==> config.mk <==
export PLATFORM = sky130hd
export DESIGN_NAME = osr_uart_rx
export DESIGN_NICKNAME = d
export VERILOG_FILES = /design/src/rtl/osr_rx_pkg.sv /design/src/rtl/osr_sync.sv /design/src/rtl/osr_start_det.sv /design/src/rtl/osr_vote.sv /design/src/rtl/osr_hold.sv /design/src/rtl/osr_uart_rx.sv
export SDC_FILE = /design/constraint.sdc
export NUM_CORES = 1
export LEC_CHECK = 0
export ABC_AREA = 1
export BUFFER_PORTS_ARGS = -buffer_cell sky130_fd_sc_hd__clkbuf_2
export CORE_UTILIZATION = 55
export CTS_BUF_LIST = sky130_fd_sc_hd__clkbuf_4 sky130_fd_sc_hd__clkbuf_8
export DETAILED_ROUTE_END_ITERATION = 10
export PLACE_DENSITY_LB_ADDON = 0.15
export SYNTH_ARGS = -nofsm -noshare
export SYNTH_HDL_FRONTEND = slang
export SYNTH_SLANG_ARGS = --single-unit
==> constraint.sdc <==
create_clock -name clk -period 2 [get_ports clk]
set_clock_uncertainty 0.15 [all_clocks]
set_input_delay 0.1 -clock clk [delete_from_list [all_inputs] [get_ports clk]]
set_output_delay 0.1 -clock clk [all_outputs]
set_load 0.005 [all_outputs]
==> src/rtl/osr_rx_pkg.sv <==
`timescale 1ns/1ps
package osr_rx_pkg;

    typedef enum logic [1:0] {
        FMT_8N1 = 2'd0,
        FMT_8N2 = 2'd1,
        FMT_8P1 = 2'd2,
        FMT_9N1 = 2'd3
    } fmt_e;

    typedef enum logic [2:0] {
        S_IDLE  = 3'd0,
        S_START = 3'd1,
        S_DATA  = 3'd2,
        S_PAR   = 3'd3,
        S_STOP1 = 3'd4,
        S_STOP2 = 3'd5
    } rx_state_e;

    localparam int ST_READY = 0;
    localparam int ST_OVR   = 1;
    localparam int ST_BIT9  = 2;
    localparam int ST_PERR  = 3;
    localparam int ST_NOISE = 4;
    localparam int ST_FERR  = 5;
    localparam int ST_W     = 6;

endpackage

==> src/rtl/osr_sync.sv <==
`timescale 1ns/1ps
module osr_sync #(
    parameter int STAGES = 2
) (
    input  logic clk,
    input  logic rst_n,
    input  logic d_i,
    output logic q_o
);
    logic [STAGES-1:0] chain_q;

    genvar g;
    generate
        for (g = 0; g < STAGES; g++) begin : g_stage
            if (g == 0) begin : g_first
                always_ff @(posedge clk or negedge rst_n) begin
                    if (!rst_n) chain_q[0] <= 1'b1;
                    else        chain_q[0] <= d_i;
                end
            end else begin : g_next
                always_ff @(posedge clk or negedge rst_n) begin
                    if (!rst_n) chain_q[g] <= 1'b1;
                    else        chain_q[g] <= chain_q[g-1];
                end
            end
        end
    endgenerate

    assign q_o = chain_q[STAGES-1];
endmodule

==> src/rtl/osr_start_det.sv <==
`timescale 1ns/1ps
module osr_start_det #(
    parameter int HIST_LEN = 3
) (
    input  logic clk,
    input  logic rst_n,
    input  logic tick_i,
    input  logic line_i,
    output logic start_o
);
    logic [HIST_LEN-1:0] hist_q;

    always_ff @(posedge clk or negedge rst_n) begin
        if (!rst_n)      hist_q <= '0;
        else if (tick_i) hist_q <= {hist_q[HIST_LEN-2:0], line_i};
    end

    assign start_o = tick_i && !line_i && (&hist_q);


    start_low_chk: assert property (@(posedge clk) disable iff (!rst_n)
        start_o |=> (hist_q[0] == 1'b0));
endmodule

==> src/rtl/osr_vote.sv <==
`timescale 1ns/1ps
module osr_vote #(
    parameter int OSR   = 16,
    parameter int CNT_W = $clog2(OSR)
) (
    input  logic             clk,
    input  logic             rst_n,
    input  logic             tick_i,
    input  logic             active_i,
    input  logic [CNT_W-1:0] cnt_i,
    input  logic             line_i,
    output logic             valid_o,
    output logic             vote_o,
    output logic             noisy_o
);
    localparam int MID = OSR / 2;
    localparam logic [CNT_W-1:0] POS_A = CNT_W'(MID - 1);
    localparam logic [CNT_W-1:0] POS_B = CNT_W'(MID);
    localparam logic [CNT_W-1:0] POS_C = CNT_W'(MID + 1);

    logic samp_a_q, samp_b_q;

    always_ff @(posedge clk or negedge rst_n) begin
        if (!rst_n) begin
            samp_a_q <= 1'b1;
            samp_b_q <= 1'b1;
        end else if (tick_i && active_i) begin
            if (cnt_i == POS_A) samp_a_q <= line_i;
            if (cnt_i == POS_B) samp_b_q <= line_i;
        end
    end

    assign valid_o = tick_i && active_i && (cnt_i == POS_C);
    assign vote_o  = (samp_a_q & samp_b_q) | (samp_a_q & line_i) | (samp_b_q & line_i);
    assign noisy_o = !((samp_a_q == samp_b_q) && (samp_b_q == line_i));


    unanimous_vote_chk: assert property (@(posedge clk) disable iff (!rst_n)
        (valid_o && !noisy_o) |-> (vote_o == line_i));
endmodule

==> src/rtl/osr_hold.sv <==
`timescale 1ns/1ps
module osr_hold
    import osr_rx_pkg::*;
#(
    parameter int DATA_W = 8
) (
    input  logic              clk,
    input  logic              rst_n,
    input  logic              done_i,
    input  logic              rd_i,
    input  logic [DATA_W-1:0] data_i,
    input  logic              bit9_i,
    input  logic              perr_i,
    input  logic              noise_i,
    input  logic              ferr_i,
    output logic [DATA_W-1:0] data_o,
    output logic [ST_W-1:0]   status_o
);
    logic [DATA_W-1:0] data_q;
    logic [ST_W-1:0]   status_q;

    always_ff @(posedge clk or negedge rst_n) begin
        if (!rst_n) begin
            data_q   <= '0;
            status_q <= '0;
        end else if (done_i) begin
            data_q             <= data_i;
            status_q[ST_READY] <= 1'b1;
            status_q[ST_OVR]   <= !rd_i && (status_q[ST_OVR] || status_q[ST_READY]);
            status_q[ST_BIT9]  <= bit9_i;
            status_q[ST_PERR]  <= perr_i;
            status_q[ST_NOISE] <= noise_i;
            status_q[ST_FERR]  <= ferr_i;
        end else if (rd_i) begin
            status_q[ST_READY] <= 1'b0;
            status_q[ST_OVR]   <= 1'b0;
        end
    end

    assign data_o   = data_q;
    assign status_o = status_q;


    read_clear_chk: assert property (@(posedge clk) disable iff (!rst_n)
        (rd_i && !done_i) |=> (!status_q[ST_READY] && !status_q[ST_OVR]));

    overrun_set_chk: assert property (@(posedge clk) disable iff (!rst_n)
        (done_i && status_q[ST_READY] && !rd_i) |=> status_q[ST_OVR]);

    flags_hold_chk: assert property (@(posedge clk) disable iff (!rst_n)
        !done_i |=> $stable(status_q[ST_FERR:ST_BIT9]));
endmodule

==> src/rtl/osr_uart_rx.sv <==
`timescale 1ns/1ps
module osr_uart_rx
    import osr_rx_pkg::*;
#(
    parameter int OSR         = 16,
    parameter int SYNC_STAGES = 2,
    parameter int HIST_LEN    = 3
) (
    input  logic       clk,
    input  logic       rst_n,
    input  logic       tick16_i,
    input  logic       rxd_i,
    input  logic [1:0] fmt_i,
    input  logic       par_odd_i,
    input  logic       rd_i,
    output logic [7:0] data_o,
    output logic [5:0] status_o
);
    localparam int DATA_W = 8;
    localparam int SR_W   = DATA_W + 1;
    localparam int CNT_W  = $clog2(OSR);
    localparam int BIT_W  = $clog2(SR_W + 1);
    localparam logic [CNT_W-1:0] CNT_LAST = CNT_W'(OSR - 1);

    fmt_e       fmt;
    rx_state_e  state_q, state_d;
    logic [CNT_W-1:0] cnt_q, cnt_d;
    logic [BIT_W-1:0] bit_q, bit_d, n_bits;
    logic [SR_W-1:0]  sr_q, sr_d;
    logic noise_q, noise_d, perr_q, perr_d, ferr_q, ferr_d;
    logic line_s, start_seen, vote_valid, vote, noisy, bit_end, done, nine;
    logic [DATA_W-1:0] byte_out;

    assign fmt    = fmt_e'(fmt_i);
    assign nine   = (fmt == FMT_9N1);
    assign n_bits = nine ? BIT_W'(SR_W) : BIT_W'(DATA_W);

    osr_sync #(.STAGES(SYNC_STAGES)) sync_i (
        .clk(clk), .rst_n(rst_n), .d_i(rxd_i), .q_o(line_s)
    );

    osr_start_det #(.HIST_LEN(HIST_LEN)) sdet_i (
        .clk(clk), .rst_n(rst_n), .tick_i(tick16_i), .line_i(line_s),
        .start_o(start_seen)
    );

    osr_vote #(.OSR(OSR), .CNT_W(CNT_W)) vote_i (
        .clk(clk), .rst_n(rst_n), .tick_i(tick16_i),
        .active_i(state_q != S_IDLE), .cnt_i(cnt_q), .line_i(line_s),
        .valid_o(vote_valid), .vote_o(vote), .noisy_o(noisy)
    );

    assign bit_end = tick16_i && (state_q != S_IDLE) && (cnt_q == CNT_LAST);

    // state register process
    always_ff @(posedge clk or negedge rst_n) begin
        if (!rst_n) begin
            state_q <= S_IDLE;
            cnt_q   <= '0;
            bit_q   <= '0;
            sr_q    <= '0;
            noise_q <= 1'b0;
            perr_q  <= 1'b0;
            ferr_q  <= 1'b0;
        end else begin
            state_q <= state_d;
            cnt_q   <= cnt_d;
            bit_q   <= bit_d;
            sr_q    <= sr_d;
            noise_q <= noise_d;
            perr_q  <= perr_d;
            ferr_q  <= ferr_d;
        end
    end

    // next-state and output process
    always_comb begin
        state_d = state_q;
        cnt_d   = cnt_q;
        bit_d   = bit_q;
        sr_d    = sr_q;
        noise_d = noise_q;
        perr_d  = perr_q;
        ferr_d  = ferr_q;
        done    = 1'b0;
        if (tick16_i && state_q != S_IDLE)
            cnt_d = (cnt_q == CNT_LAST) ? '0 : cnt_q + 1'b1;
        if (vote_valid)
            noise_d = noise_q | noisy;
        unique case (state_q)
            S_IDLE: begin
                if (start_seen) begin
                    state_d = S_START;
                    cnt_d   = CNT_W'(1);
                    bit_d   = '0;
                    sr_d    = '0;
                    noise_d = 1'b0;
                    perr_d  = 1'b0;
                    ferr_d  = 1'b0;
                end
            end
            S_START: begin
                if (vote_valid && vote)
                    state_d = S_IDLE;
                else if (bit_end)
                    state_d = S_DATA;
            end
            S_DATA: begin
                if (vote_valid) begin
                    sr_d  = {vote, sr_q[SR_W-1:1]};
                    bit_d = bit_q + 1'b1;
                end else if (bit_end && bit_q == n_bits) begin
                    state_d = (fmt == FMT_8P1) ? S_PAR : S_STOP1;
                end
            end
            S_PAR: begin
                if (vote_valid)
                    perr_d = (^sr_q[SR_W-1:1]) ^ vote ^ par_odd_i;
                else if (bit_end)
                    state_d = S_STOP1;
            end
            S_STOP1: begin
                if (vote_valid) begin
                    ferr_d = ferr_q | !vote;
                    if (fmt != FMT_8N2) begin
                        done    = 1'b1;
                        state_d = S_IDLE;
                    end
                end else if (bit_end) begin
                    state_d = S_STOP2;
                end
            end
            S_STOP2: begin
                if (vote_valid) begin
                    ferr_d  = ferr_q | !vote;
                    done    = 1'b1;
                    state_d = S_IDLE;
                end
            end
            default: state_d = S_IDLE;
        endcase
    end

    assign byte_out = nine ? sr_q[DATA_W-1:0] : sr_q[SR_W-1:1];

    osr_hold #(.DATA_W(DATA_W)) hold_i (
        .clk(clk), .rst_n(rst_n), .done_i(done), .rd_i(rd_i),
        .data_i(byte_out), .bit9_i(nine & sr_q[SR_W-1]),
        .perr_i(perr_d), .noise_i(noise_d), .ferr_i(ferr_d),
        .data_o(data_o), .status_o(status_o)
    );


    idle_no_tick_chk: assert property (@(posedge clk) disable iff (!rst_n)
        (state_q == S_IDLE && !tick16_i) |=> (state_q == S_IDLE));

    false_start_chk: assert property (@(posedge clk) disable iff (!rst_n)
        (state_q == S_START && vote_valid && vote) |=> (state_q == S_IDLE && !$rose(status_o[ST_READY])));

    bit_bound_chk: assert property (@(posedge clk) disable iff (!rst_n)
        bit_q <= BIT_W'(SR_W));

    ninth_zero_chk: assert property (@(posedge clk) disable iff (!rst_n)
        (done && fmt != FMT_9N1) |=> !status_o[ST_BIT9]);
endmodule

# Word level (Yosys, flattened, before mapping)
# Index checks and enable logic that the tools add are counted.
word_totals:
  reg_bits: 44
  out_inout_bits: 14
  wordCells: 117
  inputBits: 8
classes:
  mux: 40
  bitwise: 10
  eq_ne: 25
  n_reduce_logical: 25
  addsub: 2
ops:
  columns: ["op", "n"]
  rows:
  - ["3-bit 2-to-1 mux", 12]
  - ["4-bit 2-to-1 mux", 6]
  - ["9-bit 2-to-1 mux", 2]
  - ["3-bit case mux with 6 select lines", 1]
  - ["9-bit case mux with 2 select lines", 1]
  - ["4-bit equality test (second input constant)", 3]
  - ["2-bit inequality test (second input constant)", 6]
  - ["1-bit 2-to-1 mux", 11]
  - ["1-bit logical AND", 9]
  - ["3-bit inequality test (second input constant)", 3]
  - ["9-bit AND reduction", 1]
  - ["4-bit by 1-bit adder with 4-bit output (second input constant)", 2]
  - ["8-bit 2-to-1 mux", 1]
  - ["4-bit case mux with 2 select lines", 1]
  - ["8-bit parity", 1]
  - ["3-bit by 2-bit equality test with 1-bit output (second input constant)", 2]
  - ["3-bit equality test (second input constant)", 2]
  - ["1-bit case mux with 2 select lines", 3]
  - ["3-bit AND reduction", 2]
  - ["1-bit AND", 4]
  - ["2-bit equality test (second input constant)", 2]
  - ["4-bit by 3-bit equality test with 1-bit output (second input constant)", 1]
  - ["4-bit equality test", 1]
  - ["1-bit logical NOT", 4]
  - ["other kinds (12)", 21]

# Depth between registers and ports, before layout
logic_depth:
  word_depth: 7
  depth_mapped: 13
  ltp_nobuf: 13

# Modules after synthesis
# From an unflattened synthesis, not the netlist that was laid out.
unflattened:
  cells_unflattened: 290
  area_unflattened_um2: 2336.0
by_module_without_submodules:
  columns: ["mod", "seq_area_each_um2", "cells_each", "n_inst", "area_per_inst_um2"]
  rows:
  - ["osr_uart_rx", 575.6, 187, 1, 1437.6]
  - ["osr_hold", 350.3, 59, 1, 531.8]
  - ["osr_vote", 52.6, 26, 1, 185.2]
  - ["osr_start_det", 75.1, 16, 1, 128.9]
  - ["osr_sync", 52.6, 2, 1, 52.6]

# Worst setup path after synthesis
# OpenSTA, ideal clock, no wires.
synth_timing:
  kind: "register to register"
  start: "reg state_q[0]"
  end: "reg state_q[0]"
  stages_incl_launch_ff: 13
  period_less_slack_ps: 1668
  arrival_time_ps: 1401
  required_ps: 1733
  n_path_buf: 0
  slack_ps: 332
  setup_time_ps: 117
  path_cell_list: "dfrtp_1 > nor2_4 > nand2_4 > nand2_4 > inv_6 > nand2_4 > inv_2 > nand2_1 > nand4_1 > nor2_2 > nand2_1 > nand2_1 > nand2_1"
synth_between:
  elab_chain_len: 6
  elab_cells_between_ends: 25
  classes_between: "eq/ne (14); mux (3); reduce/logical (8)"
synth_rtl:
  columns: ["item", "line", "rtl"]
  rows:
  - ["start: declaration", "osr_uart_rx.sv:26", "rx_state_e state_q, state_d;"]
  - ["start signal: assignment", "osr_uart_rx.sv:66", "state_q <= state_d;"]
  - ["3-bit nonzero test", "osr_uart_rx.sv:49, osr_uart_rx.sv:53", null]
  - ["1-bit logical AND", "osr_vote.sv:33, osr_uart_rx.sv:53", null]
  - ["1-bit logical AND (on tied branches)", "osr_vote.sv:33, osr_uart_rx.sv:53", null]
  - ["1-bit logical AND (on tied branches)", "osr_uart_rx.sv:103, osr_uart_rx.sv:112", null]
  - ["3-bit inequality test (no line) (tied with other cells)", null, null]
  - ["9-bit AND reduction (no line) or 3-bit case mux with 6 select lines (tied branches)", null, null]
# Parallel ways exist; a longest one is shown, timed or not.
# A chain may end at the register's enable or synchronous reset.

# Worst setup path after layout
layout_timing:
  start: "reg sync_i.chain_q[1] (netlist: sync_i.q_o)"
  end: "reg state_q[2]"
layout_between:
  elab_chain_len: 6
  elab_cells_between_ends: 13
  classes_between: "eq/ne (2); mux (2); bitwise (4); reduce/logical (5)"
layout_rtl:
  columns: ["item", "line", "rtl"]
  rows:
  - ["start: declaration", "osr_sync.sv:10", "logic [STAGES-1:0] chain_q;"]
  - ["start signal: indexed assignment", "osr_sync.sv:23", "else chain_q[g] <= chain_q[g-1];"]
  - ["1-bit AND", "osr_vote.sv:34", "assign vote_o = (samp_a_q & samp_b_q) | (samp_a_q & line_i) | (samp_b_q & line_i);"]
  - ["1-bit bitwise OR (2 in a row)", "osr_vote.sv:34", null]
  - ["1-bit logical AND", "osr_uart_rx.sv:103", "if (vote_valid && vote)"]
  - ["3-bit inequality test (no line) or 3-bit 2-to-1 mux (tied branches)", null, null]
  - ["9-bit AND reduction (no line) or 3-bit case mux with 6 select lines (tied branches)", null, null]
# Parallel ways exist; a longest one is shown, timed or not.

==> results.sh <==
export IMPL_finalHoldViolations=0
export IMPL_powerDensity_nw_per_um2=1320
export IMPL_synth_top_cells_by_area="sky130_fd_sc_hd__dfrtp_1, sky130_fd_sc_hd__nand2_1, sky130_fd_sc_hd__dfstp_2, sky130_fd_sc_hd__inv_1, sky130_fd_sc_hd__nand3_1"
export IMPL_complex_gate_fraction_of_the_synthesized_area_pct=11.8
export IMPL_post_synth_most_frequent_cells="sky130_fd_sc_hd__nand2_1, sky130_fd_sc_hd__dfrtp_1, sky130_fd_sc_hd__inv_1"
export IMPL_worstRegToRegCells=10
export IMPL_edff_count_synth=0
export IMPL_finalSetupViolCount=0
export IMPL_cp_data_arrival_time_ns=1.94
export IMPL_cts_root_buf="sky130_fd_sc_hd__clkbuf_8"
export IMPL_reg2reg_slack_ns=0.11
export IMPL_synth_xor_area_share_pct=1.14
export IMPL_share_of_cells_above_drive_strength_1_pct=20.3
export IMPL_critical_path_reg2reg_endpoint="state_q[2]"
export IMPL_avgRoutedWirePerCell_um=12.8
export IMPL_place_gp_congestion=0.966
export IMPL_synthToLayoutAreaGrowth_pct=14.2
export IMPL_grt_pass1_vias=1679
export IMPL_antenna_cells=0
export IMPL_power_switching_mw=1.47
export IMPL_slew_violations=0
export IMPL_grt_first_pass_wirelength_um=7850
export IMPL_unrepaired_setup_endpoints_after_global_routing="false"
export IMPL_post_synth_fa_ha_maj_area_fraction_pct=3.25
export IMPL_critPathMaxFanout=4
export IMPL_synthCells=280
export IMPL_timing_final_crit_period_ns=1.89
export IMPL_timing_worst_slew_pin_value_ns=0.549
export IMPL_globalRoute_totalOverflow=0
export IMPL_largest_net_degree_at_the_start_of_global_routing=45
export IMPL_hold_path_class="in2reg"
export IMPL_synthMostInstantiatedCell="sky130_fd_sc_hd__nand2_1"
export IMPL_core_rowCount=23
export IMPL_crit_end="state_q[2]"
export IMPL_layout_setup_ws_ns=0.106
export IMPL_cts_sinks=44
export IMPL_drt_pre_antenna_iters=4
export IMPL_vias_per_cell=5.26
export IMPL_top_level_ports=22
export IMPL_netlist_area_leader_share_pct=43.3
export IMPL_initial_utilization_pct=57.3
export IMPL_swShare_pct=42.3
export IMPL_tritoncts="done"
export IMPL_vdd_drop_max_uv=667
export IMPL_synth_cell_area_um2=2310
export IMPL_synth_sequential_area_ratio_pct=47.9
export IMPL_dpl_hpwl_um=3460
export IMPL_insertion_delay_ns=0.29
export IMPL_synth_top_family_by_area="simple AND/OR/NAND/NOR gates"
export IMPL_drc=0
export IMPL_timing_rr_start="sync_i.q_o"
export IMPL_finalNetCount=329
export IMPL_core_um2=4030
export IMPL_p_leak_nw=1.38
export IMPL_drt_wl_total_um=4670
export IMPL_synth_seq_cells=44
export IMPL_cap_violations=0
export IMPL_drt_first_iter_violations=124
export IMPL_post_place_ws_ns=0.142
export IMPL_timing_critical_path_to_type="flop"
export IMPL_die_y_um=66.8
export IMPL_power_frac_comb_pct=41.0
export IMPL_hold_start="fmt_i[1]"
export IMPL_tns_ns=0
export IMPL_critPathLaunchType="flop"
export IMPL_die_area_um2=4460
export IMPL_synth_area_leader_cell="sky130_fd_sc_hd__dfrtp_1"
export IMPL_outcome="finished, final reports clean"
export IMPL_maxSlewHeadroom_pct=63.4
export IMPL_share_seq_of_total_power_pct=43.6
export IMPL_final_min_period_over_clock_period_pct=94.7
export IMPL_detail_route_antenna_nets=0
export IMPL_die_width_um=66.8
export IMPL_cts_htree_levels=2
export IMPL_worstSetupStartpoint="sync_i.q_o"
export IMPL_numPortBuffers=21
export IMPL_synth_warning_count=0
export IMPL_synth_async_sr_flop_share_pct=100
export IMPL_synth_area_per_cell_um2=8.25
export IMPL_post_synth_num_cell_types=36
export IMPL_path_class="reg2reg"
export IMPL_critPathRequiredTime_ns=2.04
export IMPL_number_of_antenna_violations_at_the_first_check_in_global_routing=0
export IMPL_internal_power_mw=2.01
export IMPL_yosys_mux_area_fraction_pct=0
export IMPL_synth_ff_type="sky130_fd_sc_hd__dfrtp_1"
export IMPL_max_clock_path_buffers=2
export IMPL_vias=1920
export IMPL_syn_num_nets=294
export IMPL_grt_total_usage_pct=24.1
export IMPL_synth_simple_area_share_pct=28.9
export IMPL_cts_reportedPaths_clkPinSlew_ns=0.08
export IMPL_clockPowerShare_pct=15.4
export IMPL_timing_fmax_mhz=528
export IMPL_numCtsBuffers=5
metal layers:
layer	wire, um	vias up	track usage [%]
li1	-	985	-
met1	2350	878	36.0
met2	2030	51	34.8
met3	223	6	4.11
met4	64	0	7.98
met5	0	-	0
power groups by stage:
stage / clock (mW) / sequential, mW / combinational [mW]
2_1_floorplan: 0 / 1.46 / 1.08
3_3_place_gp: 0 / 1.52 / 1.38
3_5_place_dp: 0 / 1.53 / 1.42
4_1_cts: 0.545 / 1.52 / 1.43
5_1_grt: 0.585 / 1.57 / 1.65
6_report: 0.536 / 1.52 / 1.43
cell usage in the layout (no fill, tap or decap), drive strengths merged, types with 7 or more instances in the layout:
cell	instances
nand3	19
nor2	29
a31oi	9
dfrtp	40
o22ai	8
clkbuf	26
o21ai	15
nand2	87
inv	35
a21oi	7
worst min path at each step:
stage | to | depth (start not counted)
after global placement | sync_i.chain_q[0] | 1
after floorplan | bit_q[0] | 0
final | hold_i.status_o[2] | 3
after detailed placement | sync_i.chain_q[0] | 1
after CTS | hold_i.status_o[2] | 3
after global routing | hold_i.status_o[2] | 3
flip-flops by register name, summed over array words and instances, names as in the netlist, 3 cells and up:
register	count
bit_q	4
cnt_q	4
hold_i.data_o	8
hold_i.status_o	6
sdet_i.hist_q	3
sr_q	9
state_q	3
cell families (layout without fill, tap and decap cells):
logic type                 Yosys count  after routing
AOI/OAI and AO/OA                   45             45
and+or+nand+nor                    143            143
DFF                                 44             44
buffers and inverters               39             74
xor gates and xnor gates             3              3
adders and majority gates            6              6
what timing repair did:
action,in CTS,in global routing
hold buffers,4,0
resized for setup,0,1
endpoints found under the setup margin,0,3
buffers inserted,0,0
hold endpoints to repair,46,0
cell type report:
type | instances | area (um2)
Clock inverter | 2 | 12.5
Sequential cell | 44 | 1110
Timing Repair Buffer | 31 | 203
Multi-Input combinational cell | 197 | 1040
Tap cell | 50 | 62.6
Clock buffer | 5 | 68.8
Inverter | 36 | 143
Fill cell | 340 | 1390
worst max-delay path, stage by stage, from the launching register on:
cell	delay, ns
sky130_fd_sc_hd__dfstp_2	0.59
sky130_fd_sc_hd__ha_1	0.16
sky130_fd_sc_hd__nor2_1	0.06
sky130_fd_sc_hd__nand2_1	0.13
sky130_fd_sc_hd__inv_1	0.09
sky130_fd_sc_hd__o21ai_1	0.18
sky130_fd_sc_hd__nand2_1	0.07
sky130_fd_sc_hd__nand2_1	0.12
sky130_fd_sc_hd__nand2_1	0.11
sky130_fd_sc_hd__nand2_1	0.07
sky130_fd_sc_hd__nand2_1	0.05
metrics by stage:
| stage | cell area, um2 | hold WS [ns] | instances | util (%) | total power, mW |
|---|---|---|---|---|---|
| 2_1_floorplan | 2310 | -0.346 | 280 | - | 2.54 |
| 3_3_place_gp | 2510 | 0.0388 | 354 | 62.4 | 2.91 |
| 3_5_place_dp | 2510 | 0.0489 | 354 | 62.4 | 2.95 |
| 4_1_cts | 2640 | 0.0170 | 365 | 65.4 | 3.49 |
| 5_1_grt | 2640 | 0.0208 | 365 | 65.5 | 3.81 |
| 6_report | 2640 | 0.0114 | 365 | 65.5 | 3.48 |
(Power assumes the default switching activity.)
